File: src/rtl/nmi_pkg.sv
package nmi_pkg;
  localparam int NSRC      = 2;
  localparam int SRC_PERR  = 0;
  localparam int SRC_IOCHK = 1;
  localparam int B_GATE    = 0;
  localparam int B_SPK     = 1;
  localparam int B_DIS0    = 2;
  localparam int B_MASK    = 7;
  localparam int IDX_W     = 7;
endpackage

File: src/rtl/nmi_cause_latch.sv
module nmi_cause_latch (
  input  logic clk,
  input  logic rst,
  input  logic err_act,
  input  logic dis_q,
  input  logic dis_d,
  output logic stat_q
);
  logic qual, qual_q;
  assign qual = err_act & ~dis_q;

  always_ff @(posedge clk) begin
    if (rst) begin
      qual_q <= 1'b0;
      stat_q <= 1'b0;
    end else begin
      qual_q <= qual;
      stat_q <= (stat_q | (qual & ~qual_q)) & ~dis_d;
    end
  end
endmodule

File: src/rtl/nmi_regfile.sv
module nmi_regfile
  import nmi_pkg::*;
#(
  parameter int ADDR_W = 16,
  parameter logic [ADDR_W-1:0] CTRL_PORT = 'h61,
  parameter logic [ADDR_W-1:0] CMOS_PORT = 'h70
) (
  input  logic              clk,
  input  logic              rst,
  input  logic [ADDR_W-1:0] io_addr,
  input  logic [7:0]        io_wdata,
  input  logic              io_wr,
  input  logic              io_rd,
  input  logic [NSRC-1:0]   stat_q,
  input  logic              spk_tmr_out,
  input  logic              refresh_pulse,
  output logic [NSRC-1:0]   dis_q,
  output logic [NSRC-1:0]   dis_d,
  output logic              mask_q,
  output logic              spk_q,
  output logic              gate_q,
  output logic [IDX_W-1:0]  rtc_idx,
  output logic              rtc_idx_wr,
  output logic [7:0]        io_rdata
);
  logic ctrl_wr, cmos_wr, ctrl_rd, tog_q;
  assign ctrl_wr = io_wr && (io_addr == CTRL_PORT);
  assign cmos_wr = io_wr && (io_addr == CMOS_PORT);
  assign ctrl_rd = io_rd && (io_addr == CTRL_PORT);

  assign dis_d = ctrl_wr ? io_wdata[B_DIS0 +: NSRC] : dis_q;

  always_ff @(posedge clk) begin
    if (rst) begin
      dis_q      <= '1;
      mask_q     <= 1'b1;
      spk_q      <= 1'b0;
      gate_q     <= 1'b0;
      tog_q      <= 1'b0;
      rtc_idx    <= '0;
      rtc_idx_wr <= 1'b0;
      io_rdata   <= '0;
    end else begin
      dis_q      <= dis_d;
      tog_q      <= tog_q ^ refresh_pulse;
      rtc_idx_wr <= cmos_wr;
      if (ctrl_wr) begin
        spk_q  <= io_wdata[B_SPK];
        gate_q <= io_wdata[B_GATE];
      end
      if (cmos_wr) begin
        mask_q  <= io_wdata[B_MASK];
        rtc_idx <= io_wdata[IDX_W-1:0];
      end
      if (ctrl_rd)
        io_rdata <= {stat_q[SRC_PERR], stat_q[SRC_IOCHK], spk_tmr_out, tog_q,
                     dis_q[SRC_IOCHK], dis_q[SRC_PERR], spk_q, gate_q};
      else
        io_rdata <= '0;
    end
  end
endmodule

File: src/rtl/nmi_src_ctl.sv
module nmi_src_ctl
  import nmi_pkg::*;
#(
  parameter int ADDR_W = 16,
  parameter logic [ADDR_W-1:0] CTRL_PORT = 'h61,
  parameter logic [ADDR_W-1:0] CMOS_PORT = 'h70
) (
  input  logic              clk,
  input  logic              rst,
  input  logic [ADDR_W-1:0] io_addr,
  input  logic [7:0]        io_wdata,
  input  logic              io_wr,
  input  logic              io_rd,
  output logic [7:0]        io_rdata,
  input  logic              perr_evt,
  input  logic              iochk_n,
  input  logic              spk_tmr_out,
  input  logic              refresh_pulse,
  output logic              spk_data,
  output logic              tmr_gate,
  output logic [6:0]        rtc_idx,
  output logic              rtc_idx_wr,
  output logic              nmi_n
);
  logic [NSRC-1:0] stat_q, dis_q, dis_d, err_act;
  logic            mask_q;

  assign err_act[SRC_PERR]  = perr_evt;
  assign err_act[SRC_IOCHK] = ~iochk_n;

  nmi_regfile #(.ADDR_W(ADDR_W), .CTRL_PORT(CTRL_PORT), .CMOS_PORT(CMOS_PORT)) regs_i (
    .clk(clk), .rst(rst), .io_addr(io_addr), .io_wdata(io_wdata), .io_wr(io_wr),
    .io_rd(io_rd), .stat_q(stat_q), .spk_tmr_out(spk_tmr_out),
    .refresh_pulse(refresh_pulse), .dis_q(dis_q), .dis_d(dis_d), .mask_q(mask_q),
    .spk_q(spk_data), .gate_q(tmr_gate), .rtc_idx(rtc_idx), .rtc_idx_wr(rtc_idx_wr),
    .io_rdata(io_rdata)
  );

  for (genvar g = 0; g < NSRC; g++) begin : g_src
    nmi_cause_latch latch_i (
      .clk(clk), .rst(rst), .err_act(err_act[g]),
      .dis_q(dis_q[g]), .dis_d(dis_d[g]), .stat_q(stat_q[g])
    );
  end

  always_ff @(posedge clk) begin
    if (rst) nmi_n <= 1'b1;
    else     nmi_n <= ~((|stat_q) & ~mask_q);
  end
endmodule

File: config.mk
export PLATFORM = sky130hd
export DESIGN_NAME = nmi_src_ctl
export DESIGN_NICKNAME = d
export VERILOG_FILES = /design/src/rtl/nmi_pkg.sv /design/src/rtl/nmi_cause_latch.sv /design/src/rtl/nmi_regfile.sv /design/src/rtl/nmi_src_ctl.sv
export SDC_FILE = /design/constraint.sdc
export NUM_CORES = 1
export LEC_CHECK = 0
export ABC_AREA = 0
export BUFFER_PORTS_ARGS = -buffer_cell sky130_fd_sc_hd__clkbuf_2
export CAP_MARGIN = 20
export CORE_ASPECT_RATIO = 1.2
export CORE_MARGIN = 2
export CORE_UTILIZATION = 46
export DETAILED_ROUTE_END_ITERATION = 10
export HOLD_SLACK_MARGIN = 0.06
export PLACE_DENSITY = 0.91
export SETUP_SLACK_MARGIN = 0.4
export SYNTH_ARGS = -nofsm -noshare
export SYNTH_HDL_FRONTEND = slang
export SYNTH_SLANG_ARGS = --single-unit
File: constraint.sdc
create_clock -name clk -period 3.65 [get_ports clk]
set_input_delay 0.365 -clock clk [delete_from_list [all_inputs] [get_ports clk]]
set_output_delay 0.365 -clock clk [all_outputs]
set_load 0.02 [all_outputs]
; ---- Word level (Yosys, flattened, before mapping)
; Cells that the tools add are included.
[word_totals]
register_bits = 27
in_bits = 32
wordCells = 41
[classes]
eq_ne = 2
n_mux = 1
bitwise_logic = 20
n_reduce_logical = 5
[ops]
columns = operator, n
row1 = "equality test 16 x 7 -> 1 bit, second input constant", 2
row2 = inverter 1 bit, 10
row3 = bitwise AND 1 bit, 7
row4 = OR reduction 2 bit, 2
row5 = logical AND 1 bit, 3
row6 = 2-to-1 mux 2 bit, 1
row7 = bitwise OR 1 bit, 2
row8 = XOR 1 bit, 1

; ---- Longest topological paths before layout
; Gate-level depths: netlist of run 1.
[logic_depth]
depth_word = 5
depth_mapped = 6
ltp_nobuf = 4

; ---- Hierarchy
; Synthesis of run 1 repeated with hierarchy kept, for this count alone.
[unflattened]
cells_unflattened = 103
area_unflattened_um2 = 1031.0
[by_module_without_submodules]
columns = module, n_inst, cells_per_inst, area_each_um2
row1 = nmi_regfile, 1, 87, 855.8
row2 = nmi_cause_latch, 2, 6, 71.3
row3 = nmi_src_ctl, 1, 4, 32.5

; ---- Worst setup path after synthesis of run 1
; Ideal clock, no wire load.
[synth_timing]
path_kind = input-to-reg
startpoint = in io_addr[13]
endpoint = reg regs_i.dis_q[0]
setup_time_ps = 115
t_arrival_ps = 2111
t_required_ps = 3535
path_slack_ps = 1424
stages = 5
cell_sequence = or4_4 or4_1 clkbuf_2 or4_1 and2_1
[synth_via]
elab_chain_cells = 3
[synth_rtl]
columns = element, line
row1 = start: declaration, nmi_src_ctl.sv:10  ; input logic [ADDR_W-1:0] io_addr,
row2 = equality test 16 x 7 -> 1 bit, nmi_regfile.sv:27  ; assign ctrl_wr = io_wr && (io_addr == CTRL_PORT);
row3 = logical AND 1 bit, nmi_regfile.sv:27
row4 = 2-to-1 mux 2 bit, nmi_regfile.sv:31  ; assign dis_d = ctrl_wr ? io_wdata[B_DIS0 +: NSRC] : dis_q;
row5 = end signal: assignment, nmi_regfile.sv:44  ; dis_q <= dis_d;
row6 = end: declaration, nmi_regfile.sv:17  ; output logic [NSRC-1:0] dis_q,
; Every way passes these cells.
; A chain may end at the register's enable or synchronous reset.

; ---- Final worst setup path of run 1
; Ends and elaborated chain as after synthesis.

==> reports/qor.log, run 1 <==
[status] outcome complete, no violations
[clocking] count of hold-fix buffers inserted at cts 0
[synthesis] sequential element share of the synthesized area 54.7%
[placed_design] PortBufs 50
[synthesis] flip-flop and latch count after synthesis 27
[global_route] Congestion Overflow GR 0
[setup_path] nature of the critical path endpoint register
[die] die area 0.00254 mm^2
[power_and_ir_drop] design internal power 354 uW
[setup_path] Worst Path Arrival 2.43 ns
[synthesis] count of unique library cells instantiated by Yosys 24
[final_layout] layout cells sized above 1 38.6%
[power_and_ir_drop] largest vdd supply drop 0.282 mV
[setup_path] Setup Crit Path Kind in2reg
[drt] DRC marker count from the first detailed-route iteration 8
[power_and_ir_drop] Comb pwr share 7.0%
[global_route] Total GRT Usage 18.9%
[clocking] root buffer cell sky130_fd_sc_hd__clkbuf_4
[clocking] post-cts resize count 0
[synthesis] library cell with the largest summed area after synthesis sky130_fd_sc_hd__dfxtp_1
[final_layout] post-route standard cell area excluding fillers 0.00128 mm^2
[sta] crit path time final 2.21 ns
[clocking] number of clock sinks 27
[drt] vias per std cell 5.11
[final_layout] number of fillers in the final layout 179
[die] x dimension of the die 46.3 um
[die] top-level port count 51
[power_and_ir_drop] leakage power total 0.000538 uW
[clocking] Setup Fix Bufs, Post-CTS 0
[clocking] TritonCTS buffer count 3
[final_layout] final-stage net count 186
[clocking] clock insertion delay at the later pin of the skew report 0.32 ns
[drt] Post-route DRC 0
[drt] antenna-violating nets left 0
[power_and_ir_drop] switching share of power 21.6%
[synthesis] netlist area before placement 988 um^2
[die] starting utilization of the core area 48.2%
[die] die span in y 54.8 um
[setup_path] RR Startpoint regs_i.dis_q[0]
[synthesis] biggest area contributors in the synthesized netlist sky130_fd_sc_hd__dfxtp_1 (55%), sky130_fd_sc_hd__o21ai_0 (6.6%), sky130_fd_sc_hd__and2_1 (6.3%), sky130_fd_sc_hd__a21oi_1 (5.6%), sky130_fd_sc_hd__nand3_1 (4.6%)
[min_path] type of the most critical hold path in2reg
[sta] clk_skew 0.0108 ns
[final_layout] diode insertion count for antenna repair 0
[global_route] via count of the first global-routing pass 840
[sta] worst-case hold slack 0.199 ns
[synthesis] average cell area after synthesis 9.50 um^2
[setup_path] Setup crit start io_addr[13]
[clocking] TritonCTS clock tree built
[final_layout] layout overhead on the synthesized area 29.9%
[sta] transition time at the pin with the least slew margin 0.736 ns
[die] Std-Cell Core Area 0.00205 mm^2
[sta] number of setup violations in the final report 0
[placed_design] post-place instance area 0.00125 mm^2
[sta] number of hold violations in the final report 0
[power_and_ir_drop] portion of total power attributed to the clock network 27.2%
[global_route] antenna violations before repair 0
[drt] post-detailed-routing wire length 2180 um
[final_layout] non-filler cells, final 183
[drt] first-pass iteration count of the detailed router 4
[power_and_ir_drop] sequential group share of total power 65.8%
[sta] setup slack of the critical path after layout 1.44 ns
[sta] unrepaired setup endpoints after global routing false
[setup_path] sort of element at the start of the critical path input pin
[sta] achievable frequency 453 MHz
[job] maxcap violations 0
[placed_design] number of placed instances, taps included 178
[die] Core Rows 18
[synthesis] share of Yosys cell area claimed by the top area cell type 54.7%
[min_path] Hold Path Origin iochk_n
[sta] relative slew slack 50.5%
[synthesis] Synthesized Nets 136
[power_and_ir_drop] power dissipated by switching net loads 97.3 uW
[sta] post-route clock period utilization 60.5%
[power_and_ir_drop] pwr dens 351 mW/mm^2
[drt] routed via count 935
[global_route] global-route wire length before repair 3440 um
[placed_design] hpwl dp 1720 um
[setup_path] Crit path required time 3.88 ns
[sta] final max-slew violation count 0
[placed_design] final weighted congestion in routability-driven placement 0.775
[sta] total negative setup slack 0 ns
[synthesis] warnings from Yosys 0
[clocking] buffer levels on the longest clock path 2
[setup_path] Max FO, Critical Path 16
[drt] WL per Instance 11.9 um
[global_route] pin count of the biggest net entering global routing 21
[placed_design] Setup WS pre-CTS 1.14 ns
[clocking] number of H-tree levels 1
[clocking] CTS clock-pin slew for the worst setup and hold paths 0.14 ns
[synthesis] cell count after synthesis 104
==> critical path, stage by stage <==
cell and delay (ns):
sky130_fd_sc_hd__clkbuf_2 0.08, sky130_fd_sc_hd__or4_4 0.54, sky130_fd_sc_hd__or4_1 0.77, sky130_fd_sc_hd__or4_1 0.51, sky130_fd_sc_hd__and2_1 0.17
==> synthesized netlist by cell type (all sizes together) <==
cell	count
o21ai	13
nand4bb	1
nand3b	1
o41a	1
nor2b	2
nor2	6
clkbuf	4
nor3	3
xnor2	1
nor4	2
nand2b	2
or3b	1
nand3	9
or3	1
or4	5
a21oi	11
buf	2
nor3b	2
and2	10
dfxtp	27
==> power groups by stage <==
stage	combinational, uW	clock, uW	sequential, uW
2_1_floorplan	12.1	0	303
3_3_place_gp	30.1	0	303
4_1_cts	31.7	126	297
3_5_place_dp	31.4	0	303
5_1_grt	34.8	138	297
6_report	31.6	123	297
==> registers in the layout (all words and copies together) (netlist names) <==
signal	cells
regs_i.io_rdata	8
g_src.latch_i.stat_q	2
regs_i.tog_q	1
g_src.latch_i.qual_q	2
regs_i.rtc_idx	7
nmi_n	1
regs_i.mask_q	1
regs_i.rtc_idx_wr	1
regs_i.spk_q	1
regs_i.dis_q	2
regs_i.gate_q	1
==> cell families after synthesis <==
logic type      after synthesis  synth area share, %
xor+xnor                      1                0.886
simple gates                 45                 28.6
buf+inv                       6                 2.53
flops                        27                 54.7
compound gates               25                 13.3
==> through the flow <==
step / total power [uW] / utilization (%)
after CTS: 454 / 62.4
after floorplan: 315 / -
after global routing: 469 / 62.6
final: 451 / 62.6
after detailed placement: 335 / 61.1
after global placement: 333 / 61.1
==> final timing paths <==
check	cells after the start	to	slack (ns)
hold / removal	2	g_src[1].latch_i.qual_q	0.20
hold reg to reg	2	nmi_n	0.46
setup reg to reg	3	regs_i.dis_q[0]	2.85
setup / recovery	5	regs_i.dis_q[0]	1.44
==> cell usage in the layout (no fill, tap or decap), drive strengths merged <==
cell | synthesis | final
clkbuf | 4 | 53
dfxtp | 27 | 27
o21ai | 13 | 13
a21oi | 11 | 11
and2 | 10 | 10
nand3 | 9 | 9
nor2 | 6 | 6
or4 | 5 | 5
nor3 | 3 | 3
nor3b | 2 | 2
nand2b | 2 | 2
nor2b | 2 | 2
nor4 | 2 | 2
nand4bb | 1 | 1
or3b | 1 | 1
or3 | 1 | 1
nand3b | 1 | 1
xnor2 | 1 | 1
o41a | 1 | 1
clkinv | 0 | 1
buf | 2 | 1
==> final cells by class <==
class | instances | area [um^2] | share of cell area (%)
Sequential cell | 27 | 541 | 42.1
Multi-Input combinational cell | 71 | 423 | 32.9
Timing Repair Buffer | 51 | 255 | 19.9
Tap cell | 30 | 37.5 | 2.92
Clock buffer | 3 | 22.5 | 1.75
Clock inverter | 1 | 5.00 | 0.390
==> routing by layer <==
layer	global-route usage (%)	share of wire [%]	vias to the layer above
li1	-	-	474
met1	20.9	40	410
met2	31.9	50	40
met3	4.95	7.0	11
met4	11.0	2.8	0
met5	0	0	-
No activity file was read; power rests on OpenSTA's default activity.
==> inputs of run 2 (changes only) <==
--- a/config.mk
+++ b/config.mk
@@ -10,10 +10,10 @@
 export CAP_MARGIN = 20
 export CORE_ASPECT_RATIO = 1.2
 export CORE_MARGIN = 2
-export CORE_UTILIZATION = 46
+export CORE_UTILIZATION = 39
 export DETAILED_ROUTE_END_ITERATION = 10
 export HOLD_SLACK_MARGIN = 0.06
-export PLACE_DENSITY = 0.91
+export PLACE_DENSITY = 0.83
 export SETUP_SLACK_MARGIN = 0.4
 export SYNTH_ARGS = -nofsm -noshare
 export SYNTH_HDL_FRONTEND = slang
==> constraint.sdc (replaced) <==
create_clock -name clk -period 1.95 [get_ports clk]
set_input_delay 0.195 -clock clk [delete_from_list [all_inputs] [get_ports clk]]
set_output_delay 0.195 -clock clk [all_outputs]
set_load 0.02 [all_outputs]
==> run 2 against run 1 <==
  * Non-clock buffer count grew 10
  * Sequential share of layout area shrank 4.5 points
  * Via count grew 4.9%
  * Largest cell class unchanged
==> reports/qor.log, run 2 (synthesis results as in run 1) <==
[status] outcome complete, no violations
[clocking] TritonCTS clock tree built
[global_route] global-route wire length before repair 3760 um
[setup_path] delay-heaviest family, CP simple AND/OR/NAND/NOR gates
[final_layout] commonest cells after routing, fill and taps aside sky130_fd_sc_hd__clkbuf_2 (50), sky130_fd_sc_hd__dfxtp_1 (27), sky130_fd_sc_hd__and2_1 (10), sky130_fd_sc_hd__nand3_1 (9), sky130_fd_sc_hd__a21oi_1 (8)
[setup_path] sort of element at the start of the critical path input pin
[setup_path] worst path buffer plus inverter count 1
[final_layout] register bank with the most flops regs_i.io_rdata
[setup_path] Worst Path Arrival 1.97 ns
[die] Core Rows 20
[setup_path] Critical Path Slowest Stage Cell sky130_fd_sc_hd__or4_4
[final_layout] layout overhead on the synthesized area 45.4%
[power_and_ir_drop] switching share of power 22.3%
[sta] setup slack of the critical path after layout 0.209 ns
[sta] unrepaired setup endpoints after global routing true
[power_and_ir_drop] leakage power total 0.000607 uW
[die] top-level port count 51
[power_and_ir_drop] sequential group share of total power 64.8%
[placed_design] Setup WS pre-CTS -0.190 ns
[die] x dimension of the die 50.0 um
[final_layout] post-route standard cell area excluding fillers 0.00144 mm^2
[clocking] root buffer cell sky130_fd_sc_hd__clkbuf_4
[final_layout] Finished Core Util 58.0%
[placed_design] number of placed instances, taps included 188
[drt] DRC marker count from the first detailed-route iteration 13
[power_and_ir_drop] final total power 857 uW
[power_and_ir_drop] design internal power 666 uW
[final_layout] most common cell after layout, fill and taps aside sky130_fd_sc_hd__clkbuf_2
[final_layout] largest registers regs_i.io_rdata (8), regs_i.rtc_idx (7)
[setup_path] library cell appearing most often on the critical path sky130_fd_sc_hd__or4_4
[sta] relative slew slack 58.8%
[placed_design] hpwl dp 1810 um
[clocking] clock insertion delay at the later pin of the skew report 0.32 ns
[final_layout] final-stage net count 196
[min_path] type of the most critical hold path in2reg
[final_layout] layout cells sized above 1 48.5%
[power_and_ir_drop] portion of total power attributed to the clock network 27.0%
[die] die span in y 59.2 um
[setup_path] register-to-register setup slack 1.16 ns
[setup_path] crit-path max cell delay 0.56 ns
[clocking] TritonCTS buffer count 3
[sta] transition time at the pin with the least slew margin 0.618 ns
[sta] clk_skew 0.00775 ns
[global_route] via count of the first global-routing pass 910
[die] Std-Cell Core Area 0.00248 mm^2
[setup_path] Setup Crit Path Kind in2reg
[job] maxcap violations 0
[sta] crit path time final 1.74 ns
[power_and_ir_drop] pwr dens 596 mW/mm^2
[die] die area 0.00295 mm^2
[drt] routed via count 981
[global_route] Congestion Overflow GR 0
[power_and_ir_drop] power dissipated by switching net loads 191 uW
[global_route] antenna violations before repair 0
[drt] vias per std cell 5.01
[die] starting utilization of the core area 39.9%
[final_layout] diode insertion count for antenna repair 0
[sta] number of hold violations in the final report 0
[sta] post-route clock period utilization 89.3%
[final_layout] non-filler cells, final 196
[drt] antenna-violating nets left 0
[setup_path] Crit path required time 2.17 ns
[power_and_ir_drop] largest vdd supply drop 0.442 mV
[clocking] CTS clock-pin slew for the worst setup and hold paths 0.13 ns
[drt] post-detailed-routing wire length 2480 um
[drt] first-pass iteration count of the detailed router 4
[placed_design] final weighted congestion in routability-driven placement 0.784
[power_and_ir_drop] Comb pwr share 8.2%
[sta] number of setup violations in the final report 0
[setup_path] critical path cell sequence clkbuf_2 > or4_4 > or4_4 > or4_4 > and2_1
[clocking] number of H-tree levels 1
[setup_path] Max FO, Critical Path 4
[final_layout] flip-flop count of the largest register after layout 8
[sta] achievable frequency 574 MHz
[placed_design] PortBufs 50
[sta] final max-slew violation count 0
[drt] Post-route DRC 0
[global_route] Total GRT Usage 16.7%
[global_route] pin count of the biggest net entering global routing 21
[drt] WL per Instance 12.7 um
[clocking] buffer levels on the longest clock path 2
[setup_path] nature of the critical path endpoint register
[placed_design] post-place instance area 0.00131 mm^2
[clocking] number of clock sinks 27
run 2: final timing paths:
kind	startpoint	end	depth (start not counted)
setup / recovery	io_addr[13]	regs_i.dis_q[1]	5
hold reg to reg	g_src[1].latch_i.stat_q	nmi_n	1
hold / removal	spk_tmr_out	regs_i.io_rdata[5]	2
setup reg to reg	regs_i.dis_q[0]	regs_i.dis_q[0]	3
run 2: layer usage:
| metal | vias up | GRT usage [%] | share of wire [%] |
|---|---|---|---|
| met3 | 2 | 3.79 | 5.2 |
| met4 | 0 | 11.9 | 0.48 |
| met5 | - | 0 | 0 |
| met2 | 28 | 29.1 | 52 |
| li1 | 488 | - | - |
| met1 | 463 | 17.9 | 42 |
run 2: per-stage QoR:
step / hold WS (ns) / setup TNS (ns)
4_1_cts: 0.0655 / 0
2_1_floorplan: 0.266 / -0.280
5_1_grt: 0.0601 / 0
6_report: 0.0757 / 0
3_5_place_dp: 0.380 / -0.889
3_3_place_gp: 0.380 / -0.628
run 2: power by group through the flow:
stage / clock [uW] / sequential [uW] / combinational [uW]
after floorplan: 0 / 567 / 23.0
after global placement: 0 / 567 / 59.8
after detailed placement: 0 / 567 / 62.2
after CTS: 238 / 555 / 64.8
after global routing: 261 / 555 / 75.8
final: 232 / 555 / 70.0
run 2: area by class of cell:
type                    instances  area (um^2)
well taps                      33         41.3
clock buffers                   3         22.5
flip-flops and latches         27          541
multi-input cells              71          488
repair buffers                 61          340
fillers                       222         1040
clock inverters                 1         5.00
run 2: repair_timing:
item                                    CTS  global route
pin swaps                                 1             5
gates cloned                              0             1
hold endpoints to repair                  1             0
endpoints found under the setup margin   14            12
gates resized for setup                   6            14
buffers inserted                          0             2
hold buffers                              1             0
